## config.mk

```make
export PLATFORM = sky130hd
export DESIGN_NAME = flash_cmd_settle_timer
export DESIGN_NICKNAME = d
export VERILOG_FILES = /design/src/rtl/settle_pkg.sv /design/src/rtl/settle_len_calc.sv /design/src/rtl/settle_counter.sv /design/src/rtl/flash_cmd_settle_timer.sv
export SDC_FILE = /design/constraint.sdc
export NUM_CORES = 1
export LEC_CHECK = 0
export CAP_MARGIN = 5
export CORE_MARGIN = 5
export CORE_UTILIZATION = 60
export CTS_CLUSTER_DIAMETER = 200
export DETAILED_ROUTE_END_ITERATION = 7
export DONT_BUFFER_PORTS = 1
export GPL_TIMING_DRIVEN = 0
export HOLD_SLACK_MARGIN = 0.15
export MAX_ROUTING_LAYER = met4
export PLACE_DENSITY_LB_ADDON = 0.08
export SLEW_MARGIN = 5
export SYNTH_ARGS = -nofsm -noshare
export SYNTH_HDL_FRONTEND = slang
export SYNTH_SLANG_ARGS = --single-unit
export TNS_END_PERCENT = 30
```

## constraint.sdc

```tcl
create_clock -name clk -period 4.9 [get_ports clk]
set_clock_uncertainty 0.05 [all_clocks]
set_input_delay 0.49 -clock clk [delete_from_list [all_inputs] [get_ports clk]]
set_output_delay 0.49 -clock clk [all_outputs]
set_load 0.1 [all_outputs]
```

## src/rtl/settle_pkg.sv

```systemverilog
package settle_pkg;
  // Number of command codes that carry their own scale bit
  localparam int unsigned N_TIMED = 5;
  // Code of the first timed command; timed codes are consecutive
  localparam logic [2:0] FIRST_TIMED_CODE = 3'd1;
  // Index of the gated kinds within the timed group
  localparam int unsigned IDX_RESUME  = 3;
  localparam int unsigned IDX_SUSPEND = 4;
endpackage

```

## src/rtl/settle_len_calc.sv

```systemverilog
module settle_len_calc
  import settle_pkg::*;
#(
  parameter int unsigned BASE_W   = 10,
  parameter int unsigned SHIFT_LO = 2,
  parameter int unsigned SHIFT_HI = 7,
  parameter int unsigned KIND_W   = 3,
  parameter int unsigned LEN_W    = BASE_W + SHIFT_HI
) (
  input  logic [KIND_W-1:0]  kind_i,
  input  logic [BASE_W-1:0]  base_i,
  input  logic [N_TIMED-1:0] scale_i,
  input  logic               resume_en_i,
  input  logic               suspend_en_i,
  output logic [LEN_W-1:0]   len_o,
  output logic               need_wait_o
);
  localparam int unsigned PAD_W = LEN_W - BASE_W;

  logic [N_TIMED-1:0] kind_hit;
  logic [N_TIMED-1:0] kind_gate;
  logic [LEN_W-1:0]   base_ext;
  logic               long_scale;
  logic               timed;

  // One decode slice per timed command code
  for (genvar i = 0; i < N_TIMED; i++) begin : g_kind
    assign kind_hit[i] = (kind_i == KIND_W'(FIRST_TIMED_CODE + i));
    if (i == IDX_RESUME) begin : g_resume
      assign kind_gate[i] = resume_en_i;
    end else if (i == IDX_SUSPEND) begin : g_suspend
      assign kind_gate[i] = suspend_en_i;
    end else begin : g_always
      assign kind_gate[i] = 1'b1;
    end
  end

  always_comb begin
    base_ext    = {{PAD_W{1'b0}}, base_i};
    long_scale  = |(kind_hit & scale_i);
    timed       = |(kind_hit & kind_gate);
    len_o       = long_scale ? (base_ext << SHIFT_HI) : (base_ext << SHIFT_LO);
    need_wait_o = timed && (base_i != '0);
  end
endmodule

```

## src/rtl/settle_counter.sv

```systemverilog
module settle_counter #(
  parameter int unsigned LEN_W = 17
) (
  input  logic             clk,
  input  logic             rst_n,
  input  logic             start_i,
  input  logic             need_wait_i,
  input  logic [LEN_W-1:0] len_i,
  output logic             busy_o,
  output logic             done_o
);
  logic [LEN_W-1:0] cnt_q, cnt_d;
  logic             busy_q, busy_d;
  logic             done_q, done_d;
  logic             cnt_en;

  // Next-state logic
  always_comb begin
    busy_d = busy_q;
    cnt_d  = cnt_q;
    done_d = 1'b0;
    cnt_en = 1'b0;
    if (busy_q) begin
      if (cnt_q == '0) begin
        busy_d = 1'b0;
        done_d = 1'b1;
      end else begin
        cnt_en = 1'b1;
        cnt_d  = cnt_q - 1'b1;
      end
    end else if (start_i) begin
      if (need_wait_i) begin
        busy_d = 1'b1;
        cnt_en = 1'b1;
        cnt_d  = len_i - 1'b1;
      end else begin
        done_d = 1'b1;
      end
    end
  end

  // State registers
  always_ff @(posedge clk or negedge rst_n) begin
    if (!rst_n) begin
      busy_q <= 1'b0;
      done_q <= 1'b0;
    end else begin
      busy_q <= busy_d;
      done_q <= done_d;
    end
  end

  // Count register with explicit enable
  always_ff @(posedge clk or negedge rst_n) begin
    if (!rst_n) begin
      cnt_q <= '0;
    end else if (cnt_en) begin
      cnt_q <= cnt_d;
    end
  end

  assign busy_o = busy_q;
  assign done_o = done_q;
endmodule

```

## src/rtl/flash_cmd_settle_timer.sv

```systemverilog
module flash_cmd_settle_timer
  import settle_pkg::*;
#(
  parameter int unsigned BASE_W   = 10,
  parameter int unsigned SHIFT_LO = 2,
  parameter int unsigned SHIFT_HI = 7,
  parameter int unsigned KIND_W   = 3
) (
  input  logic               clk,
  input  logic               rst_n,
  input  logic               cmd_done_i,
  input  logic [KIND_W-1:0]  cmd_kind_i,
  input  logic [BASE_W-1:0]  dly_base_i,
  input  logic [N_TIMED-1:0] scale_sel_i,
  input  logic               resume_wait_en_i,
  input  logic               suspend_wait_en_i,
  output logic               busy_o,
  output logic               done_o
);
  localparam int unsigned LEN_W = BASE_W + SHIFT_HI;

  logic [LEN_W-1:0] wait_len;
  logic             wait_needed;

  settle_len_calc #(
    .BASE_W  (BASE_W),
    .SHIFT_LO(SHIFT_LO),
    .SHIFT_HI(SHIFT_HI),
    .KIND_W  (KIND_W),
    .LEN_W   (LEN_W)
  ) u_len (
    .kind_i      (cmd_kind_i),
    .base_i      (dly_base_i),
    .scale_i     (scale_sel_i),
    .resume_en_i (resume_wait_en_i),
    .suspend_en_i(suspend_wait_en_i),
    .len_o       (wait_len),
    .need_wait_o (wait_needed)
  );

  settle_counter #(
    .LEN_W(LEN_W)
  ) u_cnt (
    .clk        (clk),
    .rst_n      (rst_n),
    .start_i    (cmd_done_i),
    .need_wait_i(wait_needed),
    .len_i      (wait_len),
    .busy_o     (busy_o),
    .done_o     (done_o)
  );
endmodule

```

Yosys cells after proc, flatten, opt, wreduce, memory -nomap -nowiden
Index checks and enable logic that the tools add are counted.
{ "totals": {"reg_bits": 19, "in_bits": 23, "out_inout_bits": 2, "wordCells": 34} }
{ "op_classes": {"n_addsub": 2, "n_eq_ne": 6, "muxes": 13, "n_bitwise": 2, "n_reduce_logical": 8} }
{ "op_table": {"columns": ["operator", "count"], "rows": [
  ["2-to-1 mux 17 bit", 5],
  ["subtractor 17 x 1 -> 17 bit (second input constant)", 2],
  ["logical NOT 17 bit", 1],
  ["AND 5 bit", 2],
  ["nonzero test 10 bit", 1],
  ["OR reduction 5 bit", 2],
  ["2-to-1 mux 1 bit", 8],
  ["== test 3 x 2 -> 1 bit (second input constant)", 2],
  ["== test 3 bit (second input constant)", 2],
  ["AND reduction 4 bit", 1],
  ["nonzero test 2 bit", 2],
  ["== test 3 x 1 -> 1 bit (second input constant)", 1],
  ["inequality test 2 bit (second input constant)", 1],
  ["logical AND 1 bit", 1]
]} }

Longest topological paths before layout
{ "depth": {"depth_word": 8, "ltp_mapped": 12, "depth_no_buf": 8} }

Cells and area by module
A second synthesis with hierarchy kept.
{ "unflattened": {"hier_cells": 206, "area_unflattened_um2": 1881.8} }
{ "by_module_without_submodules": {"columns": ["mod", "n_inst", "cells_per_inst", "area_each_um2", "seq_area_each_um2"], "rows": [
  ["settle_counter", 1, 166, 1611.5, 475.5],
  ["settle_len_calc", 1, 40, 270.3, 0.0]
]} }

Worst setup path before layout
No wires, ideal clock.
{ "synth_path": {"kind": "register to register", "from": "register u_cnt.busy_q (netlist: u_cnt.busy_o)", "to": "register u_cnt.cnt_q[12]", "setup_time_ns": 0.094, "arrival_time_ns": 3.287, "required_time_ns": 4.756, "path_slack_ns": 1.469, "path_stages_with_launch": 13, "path_buffers": 4, "synth_period_minus_slack_ns": 3.431, "cell_sequence": "dfrtp_1 > buf_2 > buf_1 > clkbuf_1 > buf_1 > nand2_1 > ha_1 > nand3_1 > a21oi_1 > o21ai_2 > nor2_1 > xor2_1 > a211oi_1"} }
{ "synth_via": {"elab_chain_cells": 2, "word_cells_on_any_way": 6, "cone_classes": "eq/ne (1); mux (2); reduce/logical (3)"} }
{ "synth_rtl": {"columns": ["element", "line_no", "text"], "rows": [
  ["start, declared", "settle_counter.sv:13", "logic busy_q, busy_d;"],
  ["start signal, assigned", "settle_counter.sv:48", "busy_q <= busy_d;"],
  ["inequality test 2 bit (no line), or another cell as far along", null, null],
  ["AND reduction 4 bit (no line)", null, null],
  ["end signal, assigned", "settle_counter.sv:58", "cnt_q <= cnt_d;"],
  ["end, declared", "settle_counter.sv:12", "logic [LEN_W-1:0] cnt_q, cnt_d;"]
]} }
Parallel ways exist; a longest one is shown, timed or not.
A chain may end at the register's enable or synchronous reset.

Worst setup path after layout
{ "layout_path": {"from": "register u_cnt.busy_q (netlist: u_cnt.busy_o)", "to": "register u_cnt.cnt_q[10]"} }
Same word-level chain as after synthesis.

==> reports/metrics.yaml <==
clock_network:
  clkSinkCount: 19
  cts_buffers: 3
  path_clk_slew_ns: 0.12
  cts_setup_buffers: 0
  ctsResizeCount: 0
  cts_root_buffer: "clkbuf_4"
  htreeDepth: 1
  clock_latency_ns: 0.31
  cts_tree: "done"
  cts_buffer_depth: 2
  cts_hold_buf: 1
critical_path:
  cp_max_fo: 10
  start_kind: "flop"
  critPathKind: "reg -> reg"
  end_kind: "flop"
  critPathRequiredTime_ns: 5.07
  arrival_ns: 4.42
placed_design:
  place_inst: 234
  port_buffers: 0
  post-dp-hpwl_mm: 3.35
  gp_congestion: 0.972
job:
  maxCapViolations: 0
final_layout:
  drive_gt1_share_pct: 9.62
  final_cells: 239
  diodes: 0
  area_growth_pct: 4.59
  layout.nets: 233
  fillerInstances: 256
  fin_util_pct: 64.2
synth:
  syn_area_um2: 1660
  syn_area_per_cell_um2: 8.19
  synthCells: 203
  ys_warn_count: 0
  synth_edf_count: 0
  synth_nets: 227
  ys_seq_elements: 19
  ys_seq_area_share_pct: 28.6
  synthFlopType: "dfrtp_1"
  ys_types: 52
  synthArstFlopShare_pct: 100
floorplan:
  die_area_um2: 3920
  start_util_pct: 61.4
  dieWidth_um: 62.6
  io_pins: 25
  row_count: 19
  core_area_um2: 2710
  dieHeight_um: 62.6
route:
  dr_total_vias: 1598
  ant_nets: 0
  wl_per_cell_um: 19.2
  drc: 0
  wl_mm: 4.59
  dr.pass1.iters: 4
  drt_iter0_markers: 132
  viasPerCell: 6.69
sta:
  hold_violations: 0
  finalMaxSlewViolations: 0
  fin_crit_sh_pct: 86.8
  fmax_ghz: 0.235
  finalSetupTns_ns: 0
  max-slew-margin-rel_pct: 38.1
  worst_slew_pin_slew_ns: 0.925
  rsz0062_at_grt: "no"
  fin_crit_ns: 4.25
  setup_viol: 0
global_route:
  grt_max_degree: 20
  grt_first_pass_wirelength_mm: 7.77
  gr-total-overflow: 0
  first_global_vias: 1625
  antenna_found_initial: 0
  grt_use_total_pct: 25.3
power:
  leakage_uw: 0.000667
  p_total_uw: 464
  power.density_nw_per_um2: 267
  peakVddDrop_v: 0.000205
hold_path:
  hold_class: "in -> reg"
outcome:
  outcome: "finished clean"
## sequential cells by signal, indices dropped and copies added, names as in the netlist
name,flops
u_cnt.busy_o,1
u_cnt.cnt_q,17
u_cnt.done_o,1
## worst paths after layout
check / depth (start not counted) / to / slack [ns] / start
hold reg to reg: 1 / u_cnt.cnt_q[16]$_DFFE_PN0P_ / 0.51 / u_cnt.cnt_q[16]$_DFFE_PN0P_
hold / removal: 2 / u_cnt.done_o$_DFF_PN0_ / 0.25 / cmd_done_i
setup reg to reg: 12 / u_cnt.cnt_q[10]$_DFFE_PN0P_ / 0.65 / u_cnt.busy_o$_DFF_PN0_
min in group asynchronous: 1 / u_cnt.cnt_q[6]$_DFFE_PN0P_ / 0.69 / rst_n
setup / recovery: 12 / u_cnt.cnt_q[10]$_DFFE_PN0P_ / 0.65 / u_cnt.busy_o$_DFF_PN0_
max in group asynchronous: 1 / u_cnt.cnt_q[16]$_DFFE_PN0P_ / 3.55 / rst_n
## cells by family after synthesis
kind of cell    after synthesis  share of synthesized area [%]
compound gates               57                           26.4
flops                        19                           28.6
xor+xnor                     17                           8.95
fa+ha+maj                     1                          0.752
buf+inv                      12                           3.39
mux                          11                           6.92
simple gates                 86                           25.0
## final cells by class
cell class | instances | area, um2 | area share [%]
multi-input cells | 172 | 1130 | 65.0
flip-flops and latches | 19 | 475 | 27.3
plain buffers | 10 | 48.8 | 2.81
well taps | 31 | 38.8 | 2.23
clock buffers | 3 | 22.5 | 1.29
repair buffers | 1 | 10.0 | 0.576
inverters | 2 | 7.51 | 0.432
clock inverters | 1 | 5.00 | 0.288
## synthesized netlist by cell type (all sizes together) (3+ instances only)
| master | number | area, um2 |
|---|---|---|
| nor2 | 30 | 113 |
| buf | 6 | 33.8 |
| nand2 | 22 | 82.6 |
| nand2b | 6 | 37.5 |
| a221oi | 5 | 56.3 |
| o31ai | 4 | 30.0 |
| mux2i | 10 | 104 |
| dfrtp | 19 | 475 |
| xor2 | 9 | 78.8 |
| o211ai | 3 | 22.5 |
| nand3 | 5 | 25.0 |
| or3 | 3 | 18.8 |
| nor3 | 10 | 66.3 |
| xnor2 | 8 | 70.1 |
| a21oi | 11 | 55.1 |
| o21ai | 14 | 73.8 |
| clkbuf | 4 | 15.0 |
| a211oi | 4 | 35.0 |
## critical path, cell delays in order (launching register included)
cell	delay, ns
dfrtp_1	0.94
buf_2	0.36
buf_1	0.43
clkbuf_1	0.45
buf_1	0.58
nand2_1	0.12
ha_1	0.30
nand3_1	0.11
a21oi_1	0.06
o21ai_2	0.18
nor2_1	0.15
xor2_1	0.18
a211oi_1	0.25
## metal layers
metal | GRT usage [%] | wire, um | vias to the layer above
li1 | - | - | 758
met1 | 31.5 | 1840 | 757
met2 | 40.4 | 2180 | 74
met3 | 5.22 | 473 | 9
met4 | 9.55 | 93 | 0
met5 | - | 0 | -
## metrics by stage
stage / hold slack (ns) / area (um2) / setup slack [ns]
2_1_floorplan: 0.144 / 1660 / 1.47
3_3_place_gp: 0.145 / 1700 / 0.762
3_5_place_dp: 0.145 / 1700 / 0.751
4_1_cts: 0.242 / 1740 / 0.710
5_1_grt: 0.271 / 1740 / 0.415
6_report: 0.245 / 1740 / 0.646
## placed cells by master (no fill, tap or decap), types with 2 or more instances in the layout
master	n
a211oi_1	3
a21oi_1	11
a221oi_1	3
a221oi_2	2
buf_1	2
buf_2	3
clkbuf_1	4
clkbuf_4	3
dfrtp_1	19
inv_1	2
mux2i_1	9
nand2_1	22
nand2b_1	6
nand3_1	5
nand3b_1	2
nor2_1	30
nor3_1	8
nor3b_1	2
nor4_1	2
o211ai_1	3
o21ai_0	11
o21ai_1	2
o31a_1	2
o31ai_1	4
or3_1	3
xnor2_1	8
xor2_1	9
## power by group
part,switching (uW),internal (uW)
Sequential,38.0,190
Combinational,79.2,72.9
Clock,53.1,30.6
Total,170,294
Power figures use the tool's default switching activity.
